## config.mk

```make
export PLATFORM = sky130hd
export DESIGN_NAME = opmode_ctrl
export DESIGN_NICKNAME = d
export VERILOG_FILES = /design/src/rtl/opmode_pkg.sv /design/src/rtl/opm_rst_sync.sv /design/src/rtl/opm_tb_fall.sv /design/src/rtl/opm_mode_fsm.sv /design/src/rtl/opm_out_decode.sv /design/src/rtl/opmode_ctrl.sv
export SDC_FILE = /design/constraint.sdc
export NUM_CORES = 1
export LEC_CHECK = 0
export ABC_AREA = 1
export BUFFER_PORTS_ARGS = -buffer_cell sky130_fd_sc_hd__buf_4
export CAP_MARGIN = 40
export CORE_AREA = 2 2 73 61
export CTS_CLUSTER_SIZE = 10
export DETAILED_ROUTE_END_ITERATION = 6
export DIE_AREA = 0 0 75 63
export GPL_TIMING_DRIVEN = 0
export RECOVER_POWER = 25
export SETUP_SLACK_MARGIN = 0.5
export SYNTH_ARGS = -nofsm -noshare
export SYNTH_HDL_FRONTEND = slang
export SYNTH_SLANG_ARGS = --single-unit
```

## constraint.sdc

```tcl
create_clock -name clk -period 1.6 [get_ports clk]
set_clock_uncertainty 0.15 [all_clocks]
set_input_delay 0 -clock clk [delete_from_list [all_inputs] [get_ports clk]]
set_output_delay 0 -clock clk [all_outputs]
set_load 0.005 [all_outputs]
```

## src/rtl/opmode_pkg.sv

```systemverilog
package opmode_pkg;

  typedef enum logic [2:0] {
    MD_RUN_HI    = 3'd0,
    MD_IDLE_PERI = 3'd1,
    MD_IDLE_TB   = 3'd2,
    MD_RUN_DUAL  = 3'd3,
    MD_IDLE_DUAL = 3'd4,
    MD_RUN_LO    = 3'd5,
    MD_SLEEP_LO  = 3'd6
  } opmode_e;

  typedef struct packed {
    logic cpu_en;
    logic periph_en;
    logic lf_periph;
    logic clk_low;
  } clk_ctl_t;

endpackage

```

## src/rtl/opm_rst_sync.sv

```systemverilog
module opm_rst_sync #(
  parameter int STAGES = 2
) (
  input  logic clk,
  input  logic rst_n_async,
  output logic rst_n_sync
);

  logic [STAGES-1:0] chain_q;

  always_ff @(posedge clk or negedge rst_n_async) begin
    if (!rst_n_async) begin
      chain_q <= '0;
    end else begin
      chain_q <= {chain_q[STAGES-2:0], 1'b1};
    end
  end

  assign rst_n_sync = chain_q[STAGES-1];

endmodule

```

## src/rtl/opm_tb_fall.sv

```systemverilog
module opm_tb_fall #(
  parameter int N_SRC       = 4,
  parameter int SYNC_STAGES = 2,
  localparam int SELW       = (N_SRC > 1) ? $clog2(N_SRC) : 1
) (
  input  logic             clk,
  input  logic             rst_ni,
  input  logic [N_SRC-1:0] src,
  input  logic [SELW-1:0]  sel,
  output logic             fall
);

  logic [N_SRC-1:0] synced;
  logic             cur;
  logic             prev_q;

  for (genvar i = 0; i < N_SRC; i++) begin : g_sync
    logic [SYNC_STAGES-1:0] sh_q;
    always_ff @(posedge clk or negedge rst_ni) begin
      if (!rst_ni) begin
        sh_q <= '0;
      end else begin
        sh_q <= {sh_q[SYNC_STAGES-2:0], src[i]};
      end
    end
    assign synced[i] = sh_q[SYNC_STAGES-1];
  end

  always_comb begin
    cur = 1'b1;
    for (int k = 0; k < N_SRC; k++) begin
      if (sel == SELW'(k)) cur = synced[k];
    end
  end

  always_ff @(posedge clk or negedge rst_ni) begin
    if (!rst_ni) begin
      prev_q <= 1'b0;
    end else begin
      prev_q <= cur;
    end
  end

  assign fall = prev_q & ~cur;

endmodule

```

## src/rtl/opm_mode_fsm.sv

```systemverilog
module opm_mode_fsm
  import opmode_pkg::*;
(
  input  logic    clk,
  input  logic    rst_ni,
  input  logic    wr_idle,
  input  logic    wr_halt,
  input  logic    dual_sel,
  input  logic    slow_sel,
  input  logic    lf_osc_on,
  input  logic    irq_any,
  input  logic    ime,
  input  logic    tbt_en,
  input  logic    tbt_ie,
  input  logic    tb_fall,
  output opmode_e mode,
  output logic    idle_bit,
  output logic    halt_bit,
  output logic    wake,
  output logic    resume_vec,
  output logic    tbt_irq_set
);

  opmode_e mode_q, mode_d;
  logic    idle_q, idle_d;
  logic    halt_q, halt_d;
  logic    tben_q, tben_d;
  logic    wake_q, wake_d;
  logic    resume_q, resume_d;
  logic    tbset_q, tbset_d;

  always_comb begin
    mode_d   = mode_q;
    idle_d   = idle_q;
    halt_d   = halt_q;
    tben_d   = tben_q;
    wake_d   = 1'b0;
    resume_d = 1'b0;
    tbset_d  = 1'b0;
    unique case (mode_q)
      MD_RUN_HI: begin
        if (wr_halt) begin
          mode_d = MD_IDLE_TB;
          halt_d = 1'b1;
          tben_d = tbt_en;
        end else if (wr_idle) begin
          mode_d = MD_IDLE_PERI;
          idle_d = 1'b1;
        end else if (dual_sel && lf_osc_on) begin
          mode_d = MD_RUN_DUAL;
        end
      end
      MD_RUN_DUAL: begin
        if (wr_idle) begin
          mode_d = MD_IDLE_DUAL;
          idle_d = 1'b1;
        end else if (!dual_sel) begin
          mode_d = MD_RUN_HI;
        end else if (slow_sel) begin
          mode_d = MD_RUN_LO;
        end
      end
      MD_RUN_LO: begin
        if (wr_idle) begin
          mode_d = MD_SLEEP_LO;
          idle_d = 1'b1;
        end else if (!slow_sel) begin
          mode_d = MD_RUN_DUAL;
        end
      end
      MD_IDLE_PERI, MD_IDLE_DUAL, MD_SLEEP_LO: begin
        if (irq_any) begin
          idle_d   = 1'b0;
          wake_d   = 1'b1;
          resume_d = ime;
          if (mode_q == MD_IDLE_PERI)      mode_d = MD_RUN_HI;
          else if (mode_q == MD_IDLE_DUAL) mode_d = MD_RUN_DUAL;
          else                             mode_d = MD_RUN_LO;
        end
      end
      MD_IDLE_TB: begin
        if (tb_fall) begin
          mode_d   = MD_RUN_HI;
          halt_d   = 1'b0;
          wake_d   = 1'b1;
          resume_d = ime & tbt_ie & tbt_en;
          tbset_d  = tben_q;
        end
      end
      default: begin
        mode_d = MD_RUN_HI;
        idle_d = 1'b0;
        halt_d = 1'b0;
      end
    endcase
  end

  always_ff @(posedge clk or negedge rst_ni) begin
    if (!rst_ni) begin
      mode_q   <= MD_RUN_HI;
      idle_q   <= 1'b0;
      halt_q   <= 1'b0;
      tben_q   <= 1'b0;
      wake_q   <= 1'b0;
      resume_q <= 1'b0;
      tbset_q  <= 1'b0;
    end else begin
      mode_q   <= mode_d;
      idle_q   <= idle_d;
      halt_q   <= halt_d;
      tben_q   <= tben_d;
      wake_q   <= wake_d;
      resume_q <= resume_d;
      tbset_q  <= tbset_d;
    end
  end

  assign mode        = mode_q;
  assign idle_bit    = idle_q;
  assign halt_bit    = halt_q;
  assign wake        = wake_q;
  assign resume_vec  = resume_q;
  assign tbt_irq_set = tbset_q;

endmodule

```

## src/rtl/opm_out_decode.sv

```systemverilog
module opm_out_decode
  import opmode_pkg::*;
(
  input  opmode_e  mode,
  output clk_ctl_t ctl
);

  always_comb begin
    ctl = '{cpu_en: 1'b1, periph_en: 1'b1, lf_periph: 1'b0, clk_low: 1'b0};
    unique case (mode)
      MD_RUN_HI:    ctl = '{cpu_en: 1'b1, periph_en: 1'b1, lf_periph: 1'b0, clk_low: 1'b0};
      MD_IDLE_PERI: ctl = '{cpu_en: 1'b0, periph_en: 1'b1, lf_periph: 1'b0, clk_low: 1'b0};
      MD_IDLE_TB:   ctl = '{cpu_en: 1'b0, periph_en: 1'b0, lf_periph: 1'b0, clk_low: 1'b0};
      MD_RUN_DUAL:  ctl = '{cpu_en: 1'b1, periph_en: 1'b1, lf_periph: 1'b1, clk_low: 1'b0};
      MD_IDLE_DUAL: ctl = '{cpu_en: 1'b0, periph_en: 1'b1, lf_periph: 1'b1, clk_low: 1'b0};
      MD_RUN_LO:    ctl = '{cpu_en: 1'b1, periph_en: 1'b1, lf_periph: 1'b1, clk_low: 1'b1};
      MD_SLEEP_LO:  ctl = '{cpu_en: 1'b0, periph_en: 1'b1, lf_periph: 1'b1, clk_low: 1'b1};
      default:      ctl = '{cpu_en: 1'b1, periph_en: 1'b1, lf_periph: 1'b0, clk_low: 1'b0};
    endcase
  end

endmodule

```

## src/rtl/opmode_ctrl.sv

```systemverilog
module opmode_ctrl
  import opmode_pkg::*;
#(
  parameter int N_IRQ       = 4,
  parameter int N_TBSRC     = 4,
  parameter int SYNC_STAGES = 2,
  parameter int RST_STAGES  = 2,
  localparam int SELW       = (N_TBSRC > 1) ? $clog2(N_TBSRC) : 1
) (
  input  logic               clk,
  input  logic               rst_n,
  input  logic               wr_idle,
  input  logic               wr_halt,
  input  logic               dual_sel,
  input  logic               slow_sel,
  input  logic               lf_osc_on,
  input  logic [N_IRQ-1:0]   irq_req,
  input  logic               ime,
  input  logic               tbt_en,
  input  logic               tbt_ie,
  input  logic [N_TBSRC-1:0] tb_src,
  input  logic [SELW-1:0]    tb_sel,
  output logic               cpu_clk_en,
  output logic               periph_clk_en,
  output logic               lf_periph_en,
  output logic               main_clk_low,
  output logic               wake,
  output logic               resume_vec,
  output logic               tbt_irq_set,
  output logic               idle_bit,
  output logic               halt_bit
);

  logic     rst_ni;
  logic     tb_fall;
  opmode_e  mode;
  clk_ctl_t ctl;

  opm_rst_sync #(.STAGES(RST_STAGES)) u_rst (
    .clk         (clk),
    .rst_n_async (rst_n),
    .rst_n_sync  (rst_ni)
  );

  opm_tb_fall #(.N_SRC(N_TBSRC), .SYNC_STAGES(SYNC_STAGES)) u_fall (
    .clk    (clk),
    .rst_ni (rst_ni),
    .src    (tb_src),
    .sel    (tb_sel),
    .fall   (tb_fall)
  );

  opm_mode_fsm u_fsm (
    .clk         (clk),
    .rst_ni      (rst_ni),
    .wr_idle     (wr_idle),
    .wr_halt     (wr_halt),
    .dual_sel    (dual_sel),
    .slow_sel    (slow_sel),
    .lf_osc_on   (lf_osc_on),
    .irq_any     (|irq_req),
    .ime         (ime),
    .tbt_en      (tbt_en),
    .tbt_ie      (tbt_ie),
    .tb_fall     (tb_fall),
    .mode        (mode),
    .idle_bit    (idle_bit),
    .halt_bit    (halt_bit),
    .wake        (wake),
    .resume_vec  (resume_vec),
    .tbt_irq_set (tbt_irq_set)
  );

  opm_out_decode u_dec (
    .mode (mode),
    .ctl  (ctl)
  );

  assign cpu_clk_en    = ctl.cpu_en;
  assign periph_clk_en = ctl.periph_en;
  assign lf_periph_en  = ctl.lf_periph;
  assign main_clk_low  = ctl.clk_low;

endmodule

```

# Word level (Yosys, flattened, before mapping)
# Index checks and enable logic that the tools add are counted.
# W data, S select, Z words.
[word_totals] word_cells=79 register_bits=20 output_inout_bits=9
[classes] eq_ne=16 bitwise_logic=6 reduce_logical=11 muxes=33
[op_table] op="$mux W3" n=12
[op_table] op="$pmux W4 S6" n=1
[op_table] op="$mux W1" n=15
[op_table] op="$pmux W3 S5" n=1
[op_table] op="$eq A3 B3 Y1 const B" n=3
[op_table] op="$eq A3 B2 Y1 const B" n=2
[op_table] op="$ne A2 B2 Y1 const B" n=3
[op_table] op="$reduce_and A3 Y1" n=2
[op_table] op="$reduce_and A5 Y1" n=1
[op_table] op="$reduce_or A5 Y1" n=1
[op_table] op="$eq A2 B2 Y1 const B" n=2
[op_table] op="$ne A4 B3 Y1 const B" n=1
[op_table] op="$ne A4 B4 Y1 const B" n=1
[op_table] op="$pmux W1 S2" n=2
[op_table] op="$pmux W1 S4" n=1
[op_table] op="$reduce_or A4 Y1" n=1
[op_table] op="$and A1 B1 Y1" n=3
[op_table] op="$eq A3 B1 Y1 const B" n=1
[op_table] op="$logic_not A3 Y1" n=1
[op_table] op="$ne A3 B3 Y1 const B" n=1
[op_table] op="$not A1 Y1" n=3
[op_table] op="$pmux W1 S3" n=1
[op_table] op="$reduce_or A3 Y1" n=1
[op_table] op="$eq A2 B1 Y1 const B" n=1
[op_table] op="5 further kinds" n=5

# Depth between registers and ports, before layout
# Gate-level depths: netlist of the first run.
[depth] word_depth=9 mapped_depth=10 mapped_depth_nobuf=9

# Hierarchy
# A second synthesis of the first run with hierarchy kept.
[unflattened] hier_cells=137 area_unflattened_um2=1039.7
[by_module_without_submodules] module="opm_mode_fsm" instances=1 cells_each=88 area_each_um2=593.1
[by_module_without_submodules] module="opm_tb_fall" instances=1 cells_each=24 area_each_um2=299.0
[by_module_without_submodules] module="opm_out_decode" instances=1 cells_each=19 area_each_um2=82.6
[by_module_without_submodules] module="opm_rst_sync" instances=1 cells_each=3 area_each_um2=53.8
[by_module_without_submodules] module="opmode_ctrl" instances=1 cells_each=3 area_each_um2=11.3

# Worst setup path after synthesis of the first run
# No wires, ideal clock.
[synth_path] path_type="flip-flop to flip-flop" startpoint="register u_fsm.mode_q[0] (netlist: u_fsm.mode[0])" endpoint="register u_fsm.mode_q[2] (netlist: u_fsm.mode[2])" t_arrival_ns=1.070 stages_incl_launch_ff=10 setup_time_ns=0.117 period_less_slack_ns=1.337 slack_ns=0.263 cell_sequence="dfrtp_1 -> buf_6 -> nand3_1 -> inv_1 -> nand2_1 -> nand2_1 -> nor2_4 -> nand2_2 -> nand2_1 -> nand2_1"
[synth_between] elab_chain_len=5 word_cells_on_any_way=18 cone_classes="eq/ne: 11; mux: 4; reduce/logical: 3"
[synth_lines] item="start: declaration" line_no="opm_mode_fsm.sv:24" text="opmode_e mode_q, mode_d;"
[synth_lines] item="start signal: assignment" line_no="opm_mode_fsm.sv:108" text="mode_q <= mode_d;"
[synth_lines] item="$eq A3 B3 Y1" line_no="opm_mode_fsm.sv:40, opm_mode_fsm.sv:77"
[synth_lines] item="$mux W3" line_no="opm_mode_fsm.sv:77" text="else if (mode_q == MD_IDLE_DUAL) mode_d = MD_RUN_DUAL;"
[synth_lines] item="$mux W3" line_no="opm_mode_fsm.sv:76" text="if (mode_q == MD_IDLE_PERI) mode_d = MD_RUN_HI;"
[synth_lines] item="$mux W3" line_no="opm_mode_fsm.sv:72" text="if (irq_any) begin"
[synth_lines] item="$pmux W3 S5" line_no="opm_mode_fsm.sv:40" text="unique case (mode_q)"
# Parallel ways exist; a longest one is shown, timed or not. The select of a mux whose other input is x is not followed.
# A chain may end at the register's enable or synchronous reset.

# Final worst setup path of the first run
[layout_path] startpoint="register u_fsm.mode_q[2] (netlist: u_fsm.mode[2])" endpoint="output port cpu_clk_en"
[layout_between] elab_chain_len=2 word_cells_on_any_way=7 cone_classes="eq/ne: 6; mux: 1"
[layout_lines] item="$eq A3 B3 Y1, or another cell as far along" line_no="opm_out_decode.sv:10" text="unique case (mode)"
[layout_lines] item="$pmux W4 S6 (*)" line_no="opm_out_decode.sv:10"
[layout_lines] item="end: declaration" line_no="opmode_ctrl.sv:23" text="output logic cpu_clk_en,"
# Every way passes the cells marked *; elsewhere a longest branch is shown, timed or not.

==> results.py, run 1 <==
metrics = {
    "run_status": {
        "status": "finished with violations",
        "violations": "hold timing",
    },
    "timing": {
        "worst_pin_slew_ns": 0.695,
        "max_freq_mhz": 699,
        "rsz0062_at_grt": "yes",
        "fin_crit_ns": 1.43,
        "whs_ns": -0.0882,
        "setup_viol": 0,
        "slew_headroom_pct": 53.6,
        "fin_crit_sh_pct": 89.4,
        "tns_ns": 0,
        "hold_viol": 1,
        "drv_slew": 0,
    },
    "layout": {
        "multiInputGateArea_um2": 424,
        "layout-area-overhead-vs-synth_pct": 57.5,
        "drive_above_1_share_pct": 34.5,
        "regArea_um2": 502,
        "layout.cells.non_filler": 222,
        "n_fill_cell": 416,
        "diodes": 0,
        "num-nets-final": 186,
    },
    "detailed_routing": {
        "ant_nets": 0,
        "wl_per_cell_um": 9.45,
        "drtIter0Drc": 8,
        "drtPass1Iterations": 4,
        "wl_mm": 2.10,
        "dr_total_vias": 890,
        "dr_wl_met2_mm": 1.06,
        "drc": 0,
        "wl_met1_um": 932,
        "vias_per_cell": 4.01,
        "highest_layer": "met4",
        "dr_wl_met3_um": 97,
    },
    "place": {
        "dpl.cell_count": 203,
        "gp_congestion": 0.875,
        "port_buffers": 28,
        "dp_hpwl_mm": 1.50,
    },
    "clocking": {
        "clk_latency_ns": 0.26,
        "root_buffer": "clkbuf_8",
        "numCtsBuffers": 3,
        "clk_pin_slew_ns": 0.08,
        "clock-sinks": 20,
        "ctsLongestPathBuffers": 2,
        "cts_htree_levels": 1,
        "cts_tree": "built",
        "cts_hold_buf": 12,
    },
    "setup_path": {
        "slowest_delay_ns": 0.49,
        "cp.required_ns": 1.45,
        "crit_type": "register to primary output",
        "path_buf_inv": 2,
        "worstSetupStartpointType": "register",
        "cp.arrival_ns": 1.28,
        "cp_cell_sequence": "inv_4 -> nand3_4 -> nand2_4 -> nor2_1 -> buf_4",
        "end_kind": "primary output",
        "cp_top_family": "flip-flops",
        "crit_slowest_cell": "dfrtp_2",
        "cp_max_fo": 7,
    },
    "logic_synthesis": {
        "syn_nets": 138,
        "yosys_warnings": 0,
        "syn_avg_cell_area_um2": 8.16,
        "yosysSeqAreaShare_pct": 51.9,
        "ys_types": 19,
        "synth_area_um2": 963,
        "synth_seq_cells": 20,
        "synthCells": 118,
    },
    "global_routing": {
        "grt-ovfl-total": 0,
        "grt_max_degree": 19,
        "grt_pass1_vias": 821,
        "grtUsageTotal_pct": 10.0,
        "antenna_found_initial": 0,
        "grt_pass1_wl_mm": 3.55,
    },
    "min_path": {
        "hp-class": "input port to register",
    },
    "die": {
        "die_x_um": 75,
        "rows": 21,
        "initial_core_util_pct": 24.0,
        "io_pins": 29,
        "fp.dieArea_um2": 4730,
        "coreArea_um2": 4020,
        "die_h_um": 63,
    },
    "pwr": {
        "p_leak_nw": 0.804,
        "vdd_ir_drop_max_uv": 646,
        "p_per_area_nw_per_um2": 1520,
    },
    "job": {
        "drv_cap": 0,
    },
}
-- synthesized netlist by cell type --
cell type | number | area, µm²
buf_4 | 1 | 7.51
buf_6 | 1 | 11.3
conb_1 | 1 | 3.75
dfrtp_1 | 20 | 500
inv_1 | 16 | 60.1
inv_2 | 2 | 7.51
nand2_1 | 36 | 135
nand2_2 | 2 | 12.5
nand2_4 | 3 | 33.8
nand3_1 | 14 | 70.1
nand3_2 | 1 | 10.0
nand3b_1 | 2 | 15.0
nand4_1 | 2 | 12.5
nor2_1 | 9 | 33.8
nor2_4 | 1 | 11.3
nor3_1 | 1 | 5.00
nor3b_1 | 1 | 7.51
o21ai_0 | 4 | 20.0
o22ai_1 | 1 | 6.26
-- path summary, 6_finish.rpt --
check / start / cells past startpoint / slack, ns / to
max: u_fsm.mode[2] / 5 / 0.17 / cpu_clk_en
min: tb_sel[1] / 4 / -0.09 / u_fall.prev_q
max reg2reg: u_fsm.mode[2] / 9 / 0.19 / u_fsm.mode[0]
min reg2reg: u_rst.chain_q[1] / 0 / 0.14 / u_fall.g_sync[0].sh_q[0]
max in group asynchronous: u_rst.chain_q[1] / 0 / 0.68 / u_fsm.mode[2]
min in group asynchronous: u_rst.chain_q[1] / 0 / 0.14 / u_fall.g_sync[0].sh_q[0]
-- sequential cells by signal (all words and copies together) (netlist names) --
register            count
u_fsm.mode              3
u_fall.prev_q           1
u_fsm.tbt_irq_set       1
u_fsm.resume_vec        1
u_fsm.tben_q            1
u_rst.chain_q           2
u_fsm.idle_bit          1
u_fall.g_sync.sh_q      8
u_fsm.wake              1
u_fsm.halt_bit          1
-- cells by family after synthesis --
logic type | after synthesis | synth area share, %
and+or+nand+nor | 72 | 36.0
DFF | 20 | 51.9
buffers and inverters | 20 | 8.96
AOI/OAI and AO/OA | 5 | 2.73
other | 1 | 0.389
-- repair_timing --
item                                    CTS  global route
endpoints found under the hold margin    12             1
buffers inserted                          2             0
pin swaps                                 3             0
endpoints found under the setup margin   13            14
gates resized for setup                  11             3
cloned                                    1             0
-- cells in the final DEF (no fill, tap or decap), types with 2 or more instances in the layout --
cell type      synthesis  routed
nand4_1                2       2
nand3b_1               2       2
nand3_1               14      12
nand3_4                0       2
nand2_1               36      33
clkbuf_8               0       3
nand2_2                2       4
inv_2                  2       3
buf_6                  1       3
nor2_1                 9       9
dfrtp_1               20      19
o21ai_0                4       4
inv_4                  0       2
nand2_4                3       4
inv_1                 16      13
buf_4                  1      25
dlygate4sd3_1          0      12
clkbuf_4               0       4
-- cell type report --
class                   count  share of cell area (%)
well taps                  57                    4.70
flip-flops and latches     20                    33.1
clock inverters             1                    1.98
clock buffers               3                    2.72
inverters                  18                    4.78
multi-input cells          78                    27.9
repair buffers             43                    23.3
plain buffers               2                    1.48
-- tightest hold or removal path, stage by stage --
cell	delay, ns
buf_4	0.08
nand3_1	0.06
nand2_1	0.10
inv_1	0.04
-- report_power, final --
part / switching [mW] / internal [mW]
clock network: 0.164 / 0.334
logic: 0.580 / 0.532
registers: 0.0875 / 0.616
total: 0.831 / 1.48
-- per-layer routing --
layer / track usage, % / up-vias
met5: 0 / -
met4: 4.02 / 0
met3: 3.71 / 2
met2: 15.9 / 16
met1: 12.0 / 408
li1: - / 464
-- through the flow --
step | worst slack, ns | util (%) | power [mW] | area (µm²) | hold WS [ns]
6_report | 0.169 | 37.8 | 2.31 | 1520 | -0.0882
5_1_grt | 0.0921 | 37.8 | 2.49 | 1520 | -0.0606
4_1_cts | 0.194 | 37.6 | 2.32 | 1510 | -0.0969
3_5_place_dp | 0.197 | 31.2 | 1.62 | 1250 | -0.367
3_3_place_gp | 0.208 | 31.2 | 1.61 | 1250 | -0.367
2_1_floorplan | 0.311 | - | 1.29 | 972 | -0.446
Power figures use the tool's default switching activity.
==> inputs of run 2 (changes only) <==
SETUP_SLACK_MARGIN = 0.3   (was 0.5)
==> results.py, run 2 (same netlist as run 1, synthesis figures left out) <==
metrics = {
    "global_routing": {
        "grtUsageTotal_pct": 9.68,
        "grt_pass1_vias": 831,
        "grt_max_degree": 19,
        "grt_pass1_wl_mm": 3.54,
        "antenna_found_initial": 0,
        "grt-ovfl-total": 0,
    },
    "run_status": {
        "violations": "hold timing",
        "status": "finished with violations",
    },
    "setup_path": {
        "cp_cell_sequence": "buf_6 -> clkbuf_2 -> nor3_2 -> nand2_2 -> nand3_1 -> o21ai_0",
        "worstSetupStartpointType": "register",
        "cp_max_fo": 6,
        "crit_slowest_cell": "dfrtp_1",
        "cp.required_ns": 1.58,
        "crit_type": "register to register",
        "end_kind": "register",
        "cp.arrival_ns": 1.45,
        "slowest_delay_ns": 0.39,
    },
    "timing": {
        "setup_viol": 0,
        "rsz0062_at_grt": "yes",
        "max_freq_mhz": 681,
        "fin_crit_sh_pct": 91.7,
        "hold_viol": 1,
        "tns_ns": 0,
        "slew_headroom_pct": 53.6,
        "finalWorstSetupSlack_ns": 0.133,
        "fin_crit_ns": 1.47,
        "drv_slew": 0,
        "whs_ns": -0.0359,
        "worst_pin_slew_ns": 0.695,
    },
    "clocking": {
        "cts_tree": "built",
        "cts_htree_levels": 1,
        "ctsLongestPathBuffers": 2,
        "clock-sinks": 20,
        "clk_latency_ns": 0.25,
        "clk_pin_slew_ns": 0.07,
        "root_buffer": "clkbuf_8",
        "numCtsBuffers": 3,
    },
    "place": {
        "dp_hpwl_mm": 1.49,
        "preCtsSetupSlack_ns": 0.187,
        "dpl.cell_count": 203,
        "port_buffers": 28,
        "gp_congestion": 0.878,
    },
    "layout": {
        "diodes": 0,
        "top_register": "u_fall.g_sync.sh_q",
        "final_cell_mix": "nand2_1 (32), buf_4 (28), dfrtp_1 (19)",
        "num-nets-final": 191,
        "n_fill_cell": 416,
        "largest_register_ffs": 8,
        "multiInputGateArea_um2": 422,
        "layout-area-overhead-vs-synth_pct": 59.1,
        "layout_commonest_cell": "nand2_1",
        "drive_above_1_share_pct": 37.1,
        "layout.cells.non_filler": 227,
        "regArea_um2": 502,
    },
    "job": {
        "drv_cap": 0,
    },
    "die": {
        "die_h_um": 63,
        "fp.dieArea_um2": 4730,
        "coreArea_um2": 4020,
        "die_x_um": 75,
        "rows": 21,
        "initial_core_util_pct": 24.0,
        "io_pins": 29,
    },
    "detailed_routing": {
        "wl_mm": 2.20,
        "drc": 0,
        "ant_nets": 0,
        "vias_per_cell": 4.07,
        "dr_total_vias": 925,
        "drtIter0Drc": 25,
        "drtPass1Iterations": 4,
        "wl_per_cell_um": 9.70,
    },
    "min_path": {
        "hp-class": "input port to register",
    },
    "pwr": {
        "p_leak_nw": 0.816,
        "total_power_mw": 2.23,
        "vdd_ir_drop_max_uv": 587,
        "p_per_area_nw_per_um2": 1450,
    },
}
==> run 2: critical path, delay by kind of cell, from the launching register on <==
family                 cells  cell delay, ns
DFF                        1            0.39
and+or+nand+nor            3            0.44
AOI/OAI and AO/OA          1            0.09
buffers and inverters      2            0.28
==> run 2: final timing paths <==
kind	from	to	slack, ns	cells after the start
max reg2reg	u_fsm.mode[1]	u_fsm.idle_bit	0.13	6
min	tb_sel[0]	u_fall.prev_q	-0.04	5
min in group asynchronous	u_rst.chain_q[1]	u_fall.prev_q	0.14	0
max	u_fsm.mode[1]	u_fsm.idle_bit	0.13	6
min reg2reg	u_rst.chain_q[1]	u_fall.prev_q	0.14	0
max in group asynchronous	u_rst.chain_q[1]	u_fsm.mode[2]	0.68	0
==> run 2: report_power, final <==
| group | leakage, nW | switching, mW | total (mW) | internal (mW) |
|---|---|---|---|---|
| clock network | 0.0288 | 0.147 | 0.365 | 0.218 |
| registers | 0.243 | 0.0937 | 0.710 | 0.616 |
| logic | 0.544 | 0.599 | 1.15 | 0.554 |
==> run 2: repair_timing <==
item                                    in CTS  in global routing
hold buffers                                13                  0
gates resized for setup                      6                  7
buffers inserted                             3                  4
endpoints found under the setup margin      10                 11
pin swaps                                    2                  3
hold endpoints to repair                    12                  0
==> run 2: cell type report <==
type,count,area share [%]
clock buffer,4,3.59
sequential,20,32.7
multi-input combinational,78,27.5
inverter,18,4.57
buffer,2,1.47
timing repair buffer,48,25.5
tap,57,4.65
==> run 2: metrics by stage <==
| stage | utilization (%) | cell area [µm²] |
|---|---|---|
| floorplan | - | 972 |
| global placement | 31.2 | 1250 |
| detailed placement | 31.2 | 1250 |
| CTS | 36.9 | 1480 |
| global route | 38.1 | 1530 |
| finish | 38.1 | 1530 |
==> run 2: metal layers <==
layer	wire length (µm)	track usage, %
met5	0	0
met2	1090	15.7
met1	962	12.3
met3	128	2.90
met4	19	2.68
